$ cat config.mk
export PLATFORM = sky130hd
export DESIGN_NAME = gpio_ctrl
export DESIGN_NICKNAME = d
export VERILOG_FILES = /design/src/rtl/gpio_pkg.sv /design/src/rtl/gpio_sync.sv /design/src/rtl/gpio_port.sv /design/src/rtl/gpio_pull.sv /design/src/rtl/gpio_ctrl.sv
export SDC_FILE = /design/constraint.sdc
export NUM_CORES = 1
export LEC_CHECK = 0
export ABC_CLOCK_PERIOD_IN_PS = 2700
export BUFFER_PORTS_ARGS = -buffer_cell sky130_fd_sc_hd__buf_2
export CORE_UTILIZATION = 52
export CTS_CLUSTER_DIAMETER = 50
export CTS_CLUSTER_SIZE = 10
export DETAILED_ROUTE_END_ITERATION = 7
export GPL_TIMING_DRIVEN = 1
export PLACE_DENSITY_LB_ADDON = 0.3
export SLEW_MARGIN = 20
export SYNTH_ARGS = -nofsm -noshare
export SYNTH_HDL_FRONTEND = slang
export SYNTH_SLANG_ARGS = --single-unit
$ cat constraint.sdc
create_clock -name clk -period 2.7 [get_ports clk]
set_input_delay 0.675 -clock clk [delete_from_list [all_inputs] [get_ports clk]]
set_output_delay 0.675 -clock clk [all_outputs]
set_load 0.02 [all_outputs]
$ cat src/rtl/gpio_pkg.sv
package gpio_pkg;
  localparam int PORT_W     = 8;
  localparam int PULL_PORTS = 3;
  localparam int PULL_W     = 8;

  // pull-up register bit that serves a given pin; -1 when none
  function automatic int pull_bit_of(input int port, input int pin);
    int r;
    r = -1;
    case (port)
      0: begin
        if (pin < 4)       r = 0;
        else if (pin < 6)  r = 1;
        else if (pin == 6) r = 2;
        else               r = 3;
      end
      1: r = (pin < 4) ? 4 : 5;
      2: r = (pin < 4) ? 6 : 7;
      default: r = -1;
    endcase
    return r;
  endfunction
endpackage

$ cat src/rtl/gpio_sync.sv
module gpio_sync #(
  parameter int W = 8
) (
  input  logic         clk,
  input  logic         rst_n,
  input  logic [W-1:0] pad_i,
  output logic [W-1:0] sync_o
);
  logic [W-1:0] meta_q, sync_q;

  always_ff @(posedge clk) begin
    if (!rst_n) begin
      meta_q <= '0;
      sync_q <= '0;
    end else begin
      meta_q <= pad_i;
      sync_q <= meta_q;
    end
  end

  assign sync_o = sync_q;

  // cycles since reset, saturating, for the latency check
  logic [1:0] age_q;
  always_ff @(posedge clk) begin
    if (!rst_n) age_q <= 2'd0;
    else if (age_q != 2'd2) age_q <= age_q + 2'd1;
  end

  a_r4_two_stage: assert property (@(posedge clk) disable iff (!rst_n)
    (age_q == 2'd2) |-> (sync_o == $past(pad_i, 2)));
endmodule

$ cat src/rtl/gpio_port.sv
module gpio_port
  import gpio_pkg::*;
(
  input  logic              clk,
  input  logic              rst_n,
  input  logic              we_dat_i,
  input  logic              we_dir_i,
  input  logic [PORT_W-1:0] wdata_i,
  input  logic [PORT_W-1:0] pad_sync_i,
  output logic [PORT_W-1:0] out_o,
  output logic [PORT_W-1:0] oe_o,
  output logic [PORT_W-1:0] rd_dat_o
);
  logic [PORT_W-1:0] latch_q, dir_q;

  always_ff @(posedge clk) begin
    if (!rst_n) begin
      latch_q <= '0;
      dir_q   <= '0;
    end else begin
      if (we_dat_i) latch_q <= wdata_i;
      if (we_dir_i) dir_q   <= wdata_i;
    end
  end

  // per-pin source select for data reads
  for (genvar b = 0; b < PORT_W; b++) begin : g_pin
    assign rd_dat_o[b] = dir_q[b] ? latch_q[b] : pad_sync_i[b];
  end

  assign out_o = latch_q;
  assign oe_o  = dir_q;

  a_r1_oe_after_dir_write: assert property (@(posedge clk) disable iff (!rst_n)
    we_dir_i |=> (oe_o == $past(wdata_i)));
  a_r2_latch_after_write: assert property (@(posedge clk) disable iff (!rst_n)
    we_dat_i |=> (out_o == $past(wdata_i)));
  a_r2_latch_holds: assert property (@(posedge clk) disable iff (!rst_n)
    !we_dat_i |=> $stable(out_o));
endmodule

$ cat src/rtl/gpio_pull.sv
module gpio_pull
  import gpio_pkg::*;
#(
  parameter int NUM_PORTS = 4
) (
  input  logic                        clk,
  input  logic                        rst_n,
  input  logic                        we_i,
  input  logic [PULL_W-1:0]           wdata_i,
  input  logic [NUM_PORTS*PORT_W-1:0] dir_i,
  output logic [NUM_PORTS*PORT_W-1:0] pull_o,
  output logic [PULL_W-1:0]           reg_o
);
  logic [PULL_W-1:0] pull_q;

  always_ff @(posedge clk) begin
    if (!rst_n)    pull_q <= '0;
    else if (we_i) pull_q <= wdata_i;
  end

  assign reg_o = pull_q;

  for (genvar p = 0; p < NUM_PORTS; p++) begin : g_port
    for (genvar b = 0; b < PORT_W; b++) begin : g_pin
      localparam int SRC = pull_bit_of(p, b);
      if (p < PULL_PORTS && SRC >= 0) begin : g_has
        assign pull_o[p*PORT_W+b] = pull_q[SRC] & ~dir_i[p*PORT_W+b];
      end else begin : g_none
        assign pull_o[p*PORT_W+b] = 1'b0;
      end
    end
  end

  a_r5_no_pull_on_output: assert property (@(posedge clk) disable iff (!rst_n)
    ((pull_o & dir_i) == '0));
endmodule

$ cat src/rtl/gpio_ctrl.sv
module gpio_ctrl
  import gpio_pkg::*;
#(
  parameter int NUM_PORTS = 4,
  parameter int ADDR_W    = 4
) (
  input  logic                        clk,
  input  logic                        rst_n,
  input  logic [ADDR_W-1:0]           bus_addr,
  input  logic                        bus_we,
  input  logic [7:0]                  bus_wdata,
  output logic [7:0]                  bus_rdata,
  input  logic                        level_strap_i,
  input  logic [NUM_PORTS*PORT_W-1:0] pad_in_i,
  output logic [NUM_PORTS*PORT_W-1:0] pad_out_o,
  output logic [NUM_PORTS*PORT_W-1:0] pad_oe_o,
  output logic [NUM_PORTS*PORT_W-1:0] pad_pull_o,
  output logic                        ttl_sel_o
);
  localparam int PINS      = NUM_PORTS * PORT_W;
  localparam int PULL_ADDR = 2 * NUM_PORTS;
  localparam int CTRL_ADDR = PULL_ADDR + 1;

  logic [PINS-1:0]      pad_sync;
  logic [NUM_PORTS-1:0] we_dat, we_dir;
  logic [PORT_W-1:0]    rd_dat [NUM_PORTS];
  logic [PULL_W-1:0]    pull_reg;
  logic                 lvl_q;
  logic                 we_pull, we_ctrl;

  gpio_sync #(.W(PINS)) u_sync (
    .clk(clk), .rst_n(rst_n), .pad_i(pad_in_i), .sync_o(pad_sync)
  );

  for (genvar p = 0; p < NUM_PORTS; p++) begin : g_port
    assign we_dat[p] = bus_we && (bus_addr == ADDR_W'(2*p));
    assign we_dir[p] = bus_we && (bus_addr == ADDR_W'(2*p+1));
    gpio_port u_port (
      .clk(clk), .rst_n(rst_n),
      .we_dat_i(we_dat[p]), .we_dir_i(we_dir[p]),
      .wdata_i(bus_wdata),
      .pad_sync_i(pad_sync[p*PORT_W +: PORT_W]),
      .out_o(pad_out_o[p*PORT_W +: PORT_W]),
      .oe_o(pad_oe_o[p*PORT_W +: PORT_W]),
      .rd_dat_o(rd_dat[p])
    );
  end

  assign we_pull = bus_we && (bus_addr == ADDR_W'(PULL_ADDR));
  assign we_ctrl = bus_we && (bus_addr == ADDR_W'(CTRL_ADDR));

  gpio_pull #(.NUM_PORTS(NUM_PORTS)) u_pull (
    .clk(clk), .rst_n(rst_n), .we_i(we_pull), .wdata_i(bus_wdata),
    .dir_i(pad_oe_o), .pull_o(pad_pull_o), .reg_o(pull_reg)
  );

  always_ff @(posedge clk) begin
    if (!rst_n)       lvl_q <= level_strap_i;
    else if (we_ctrl) lvl_q <= bus_wdata[7];
  end
  assign ttl_sel_o = lvl_q;

  always_comb begin
    bus_rdata = '0;
    for (int p = 0; p < NUM_PORTS; p++) begin
      if (bus_addr == ADDR_W'(2*p))   bus_rdata = rd_dat[p];
      if (bus_addr == ADDR_W'(2*p+1)) bus_rdata = pad_oe_o[p*PORT_W +: PORT_W];
    end
    if (bus_addr == ADDR_W'(PULL_ADDR)) bus_rdata = pull_reg;
    if (bus_addr == ADDR_W'(CTRL_ADDR)) bus_rdata = {lvl_q, 7'b0};
  end

  a_r7_strap_loaded: assert property (@(posedge clk) disable iff (!rst_n)
    $rose(rst_n) |-> (ttl_sel_o == $past(level_strap_i)));
  a_r8_ctrl_low_bits_zero: assert property (@(posedge clk) disable iff (!rst_n)
    (bus_addr == ADDR_W'(CTRL_ADDR)) |-> (bus_rdata[6:0] == 7'd0));
endmodule

# Word-level counts from Yosys, hierarchy flattened
# Cells that the tools add are included.
[word_totals] regBits=137 input_bits=48 output_inout_bits=105 elab_cells=125
[op_classes] n_eq_ne=10 n_mux=44 n_bitwise=48 reduce_logical=11
[ops] op="$mux W8" count=10
[ops] op="$mux W1" count=34
[ops] op="$and A1 B1 Y1" count=24
[ops] op="$not A1 Y1" count=24
[ops] op="$eq A4 B3 Y1 const B" count=4
[ops] op="$logic_and A1 B1 Y1" count=10
[ops] op="$eq A4 B2 Y1 const B" count=2
[ops] op="$eq A4 B4 Y1 const B" count=2
[ops] op="$eq A4 B1 Y1 const B" count=1
[ops] op="$logic_not A4 Y1" count=1
[ops] op="$ne A2 B1 Y1 const B" count=1

# Logic depth before layout (Yosys ltp)
[depth] word_depth=11 depth_mapped=7 ltp_nobuf=5

# Modules after synthesis
# A second synthesis with hierarchy kept.
[unflattened] hier_cells=563 area_unflattened_um2=6202.2
[modules_own_cells] module="gpio_port" n_inst=4 cells_per_inst=59 area_per_inst_um2=698.2 seq_area_each_um2=320.3
[modules_own_cells] module="gpio_sync" n_inst=1 cells_per_inst=134 area_per_inst_um2=1791.7 seq_area_each_um2=1281.2
[modules_own_cells] module="gpio_ctrl" n_inst=1 cells_per_inst=135 area_per_inst_um2=1102.3 seq_area_each_um2=30.0
[modules_own_cells] module="gpio_pull" n_inst=1 cells_per_inst=58 area_per_inst_um2=515.5 seq_area_each_um2=160.2

# Worst setup path before layout
# No wires, ideal clock.
[synth_path] path_kind="input-to-output" from="input bus_addr[0]" to="output bus_rdata[7]" arrival_time_ps=1977 t_required_ps=2025 slack_ps=48 stages=7 n_path_buf=2 path_cell_list="buf_2 buf_2 o21ai_0 o31a_1 o21ai_0 a22oi_1 o21ai_0"
[synth_via] elab_chain_len=11 elab_cells_between_ends=20 cone_classes="eq/ne: 9; mux: 10; reduce/logical: 1"
[synth_rtl] item="start, declared" line="gpio_ctrl.sv:9" text="input logic [ADDR_W-1:0] bus_addr,"
[synth_rtl] item="$logic_not A4 Y1" line="gpio_ctrl.sv:66" text="if (bus_addr == ADDR_W'(2*p)) bus_rdata = rd_dat[p];"
[synth_rtl] item="$mux W8" line="gpio_ctrl.sv:66"
[synth_rtl] item="$mux W8" line="gpio_ctrl.sv:67" text="if (bus_addr == ADDR_W'(2*p+1)) bus_rdata = pad_oe_o[p*PORT_W +: PORT_W];"
[synth_rtl] item="$mux W8" line="gpio_ctrl.sv:66"
[synth_rtl] item="$mux W8" line="gpio_ctrl.sv:67"
[synth_rtl] item="$mux W8" line="gpio_ctrl.sv:66"
[synth_rtl] item="$mux W8" line="gpio_ctrl.sv:67"
[synth_rtl] item="$mux W8" line="gpio_ctrl.sv:66"
[synth_rtl] item="$mux W8" line="gpio_ctrl.sv:67"
[synth_rtl] item="$mux W8" line="gpio_ctrl.sv:69" text="if (bus_addr == ADDR_W'(PULL_ADDR)) bus_rdata = pull_reg;"
[synth_rtl] item="$mux W8 *" line="gpio_ctrl.sv:70" text="if (bus_addr == ADDR_W'(CTRL_ADDR)) bus_rdata = {lvl_q, 7'b0};"
[synth_rtl] item="end, declared" line="gpio_ctrl.sv:12" text="output logic [7:0] bus_rdata,"
# Mark *: on every way between the ends. The rest lies on a longest branch, timed or not.

# Final worst setup path
[layout_path] from="input bus_addr[0]" to="output bus_rdata[0]"
# Same word-level chain as after synthesis.

==> run metrics <==
syn avg cell area between 9 and 10 sq um; max-cap violations 0; vias in the first global route around 4.4k; Crit Path Max Fanout 29; final hold vios 0; CTS buffer count 17; Die W 107 um; pin count of the biggest net entering global routing 67; 1st-pass router iterations 5; # clock sinks between 100 and 150; cell taking the most area after synthesis dfxtp_1; CP max stage cell o311ai_0; Finish-stage setup viols 1; Cell Chain, Critical Path buf_2 -> buf_12 -> o311ai_0 -> o21ai_0 -> o211ai_1 -> buf_2; placed cell area between 6000 and 7000 sq um; Synth-to-Final Area Change 25.4%; Leakage Power 3.14 nW; FF+latch count, synth around 140; GR Overflow Total 0; routed wire length between 15000 and 20000 um; Worst-path clk slew approximately 0.070 ns; Routability Congestion 0.965; DR vias 4742; Worst EP required 2.03 ns; Levels on crit path 6; family with the most delay on the worst path compound AO/OA/AOI/OAI gates; H-tree levels 4; VDD IR-drop max slightly above 400 uV; final instance area between 7000 and 8000 sq um; Top cell by count, worst path buf_2; CP Buf/Inv Count 3; failing checks setup timing; status finished with violations; ANT cells 0; height of the die ~110 um; Ys Warns 0; unrepaired setup endpoints after global routing no; post-route ant nets 0; final clock skew 0.00650 ns; R2R cell count 2; PortBufs between 100 and 150; GRT Overall Usage 0.272; Post-DP HPWL approximately 10000 um; CTS tree built; top cells by area, synth dfxtp_1 (47%), mux2i_1 (12%), nor2b_1 (9.7%); fraction of layout cells with a size suffix above 1 0.280; drt via density between 5 and 6; hold_buf cts 0; NumNets Final between 700 and 800; CP endpoint kind primary output; register area share after synthesis 0.480; # IOs between 150 and 200; Synth top area share 0.475; Fmax achieved ~370 MHz; clock root cell clkbuf_8; Post-route DRC 0; area of the core 10500 sq um; PwrDens just under 700 nW/um^2; Synth cell types 38; slew margin rel. 0.621; Tmin final around 2.7 ns; Core Rows 37; final hold slack around 0.35 ns; type of origin of the critical path primary input; CTS Buffer Depth 2; worst slew pin tran ~0.57 ns; Top FF cell, synth dfxtp_1; Initial Util 0.546; worst-skew pair later-pin latency between 0.5 and 0.6 ns; WS Path Type primary input to primary output; Synth Cell Area roughly 5700 sq um; die area about 11000 sq um; Hold Path Class primary input to flip-flop; EDFF count, synth 1; final critical-path share of the clock period 1.00; Mapped Cells about 600; asr flop ratio synth 0; initial antenna violation count 0; Final Max Tran Viols 0; first-pass GRT wire length around 23000 um; cell depth of the worst hold path 2; CP Data Arrival Time about 2.0 ns; Final WS setup -0.00561 ns; drt wl/cell 17.0 um; slowest stage delay, CP 0.41 ns; detailed router's first-iteration violation count between 300 and 400
[routing by layer]
metal	global-route usage	wire length, um
met1	0.351	6390
met2	0.429	7110
met3	0.0675	1110
met4	0.119	418
met5	0	0
[power breakdown]
group / internal (mW) / switching [mW]
Sequential: 2.08 / 0.0292
Clock: 1.45 / 0.973
Combinational: 0.146 / 0.216
Total: 3.68 / 1.22
[path summary, 6_finish.rpt]
kind                                          end               from  slack (ns)
worst max-delay path                 bus_rdata[0]        bus_addr[0]      -0.006
worst min register to register  u_sync.sync_o[26]  u_sync.meta_q[26]        0.43
worst max register to register    u_pull.reg_o[4]    u_pull.reg_o[4]        1.84
worst min-delay path            u_sync.meta_q[29]       pad_in_i[29]        0.35
[synth_stat cells, types with 2 or more instances]
| cell | instances |
|---|---|
| nand3_2 | 2 |
| o211ai_1 | 6 |
| nor2b_1 | 89 |
| mux2i_1 | 68 |
| a22oi_1 | 3 |
| buf_4 | 11 |
| nor2_4 | 3 |
| and2_1 | 64 |
| a21boi_0 | 8 |
| o311ai_0 | 20 |
| o31a_1 | 2 |
| o21ai_0 | 43 |
| clkbuf_1 | 31 |
| dfxtp_1 | 136 |
| nor3_4 | 3 |
| nand3_1 | 15 |
| a21oi_1 | 7 |
| nand2_2 | 2 |
| buf_2 | 5 |
| inv_1 | 23 |
| nand2_1 | 20 |
| nand3b_1 | 2 |
| nor2_1 | 19 |
[flip-flops by register name, indices dropped and copies added, names as in the netlist]
register,flops
g_port.u_port.oe_o,32
g_port.u_port.out_o,32
ttl_sel_o,1
u_sync.meta_q,32
u_pull.reg_o,8
u_sync.sync_o,32
[cell usage in the layout (no fill, tap or decap), drive strengths merged, types with 17 or more instances in the layout]
master    n
nor2     22
nand2    22
nor2b    90
o21ai    43
and2     64
buf     159
mux2i    68
dfxtp   136
clkbuf   17
inv      33
o311ai   20
nand3    17
[stage by stage]
step                      std cells   util   TNS, ns  total power [mW]  setup WS (ns)
after floorplan                 604      -         0              2.39         0.0484
after global placement          851  0.625   -0.0325              2.50        -0.0325
after detailed placement        851  0.625         0              2.51         0.0434
after CTS                       883  0.684         0              4.91         0.0300
after global routing            883  0.684         0              5.06         0.0110
final                           883  0.684  -0.00561              4.90       -0.00561
[cell type report]
type	instances	area (sq um)
multi-input cells	395	2690
flip-flops and latches	137	2750
fillers	827	3320
inverters	24	90.1
well taps	136	170
clock buffers	17	414
clock inverters	15	204
repair buffers	159	871
[logic make-up (layout without fill, tap and decap cells)]
logic type | count (synthesis) | count (layout) | share of synthesized area
AO/OA/AOI/OAI | 93 | 93 | 0.106
buffers and inverters | 72 | 215 | 0.0567
flip-flops | 137 | 137 | 0.480
multiplexers | 69 | 69 | 0.121
other | 1 | 8 | 0.000654
AND/OR/NAND/NOR | 225 | 225 | 0.236
[repair_timing]
item / CTS / global route
endpoints found under the setup margin: 1 / 5
setup buffers: 0 / 0
gates resized for setup: 1 / 10
Power figures use the tool's default switching activity.
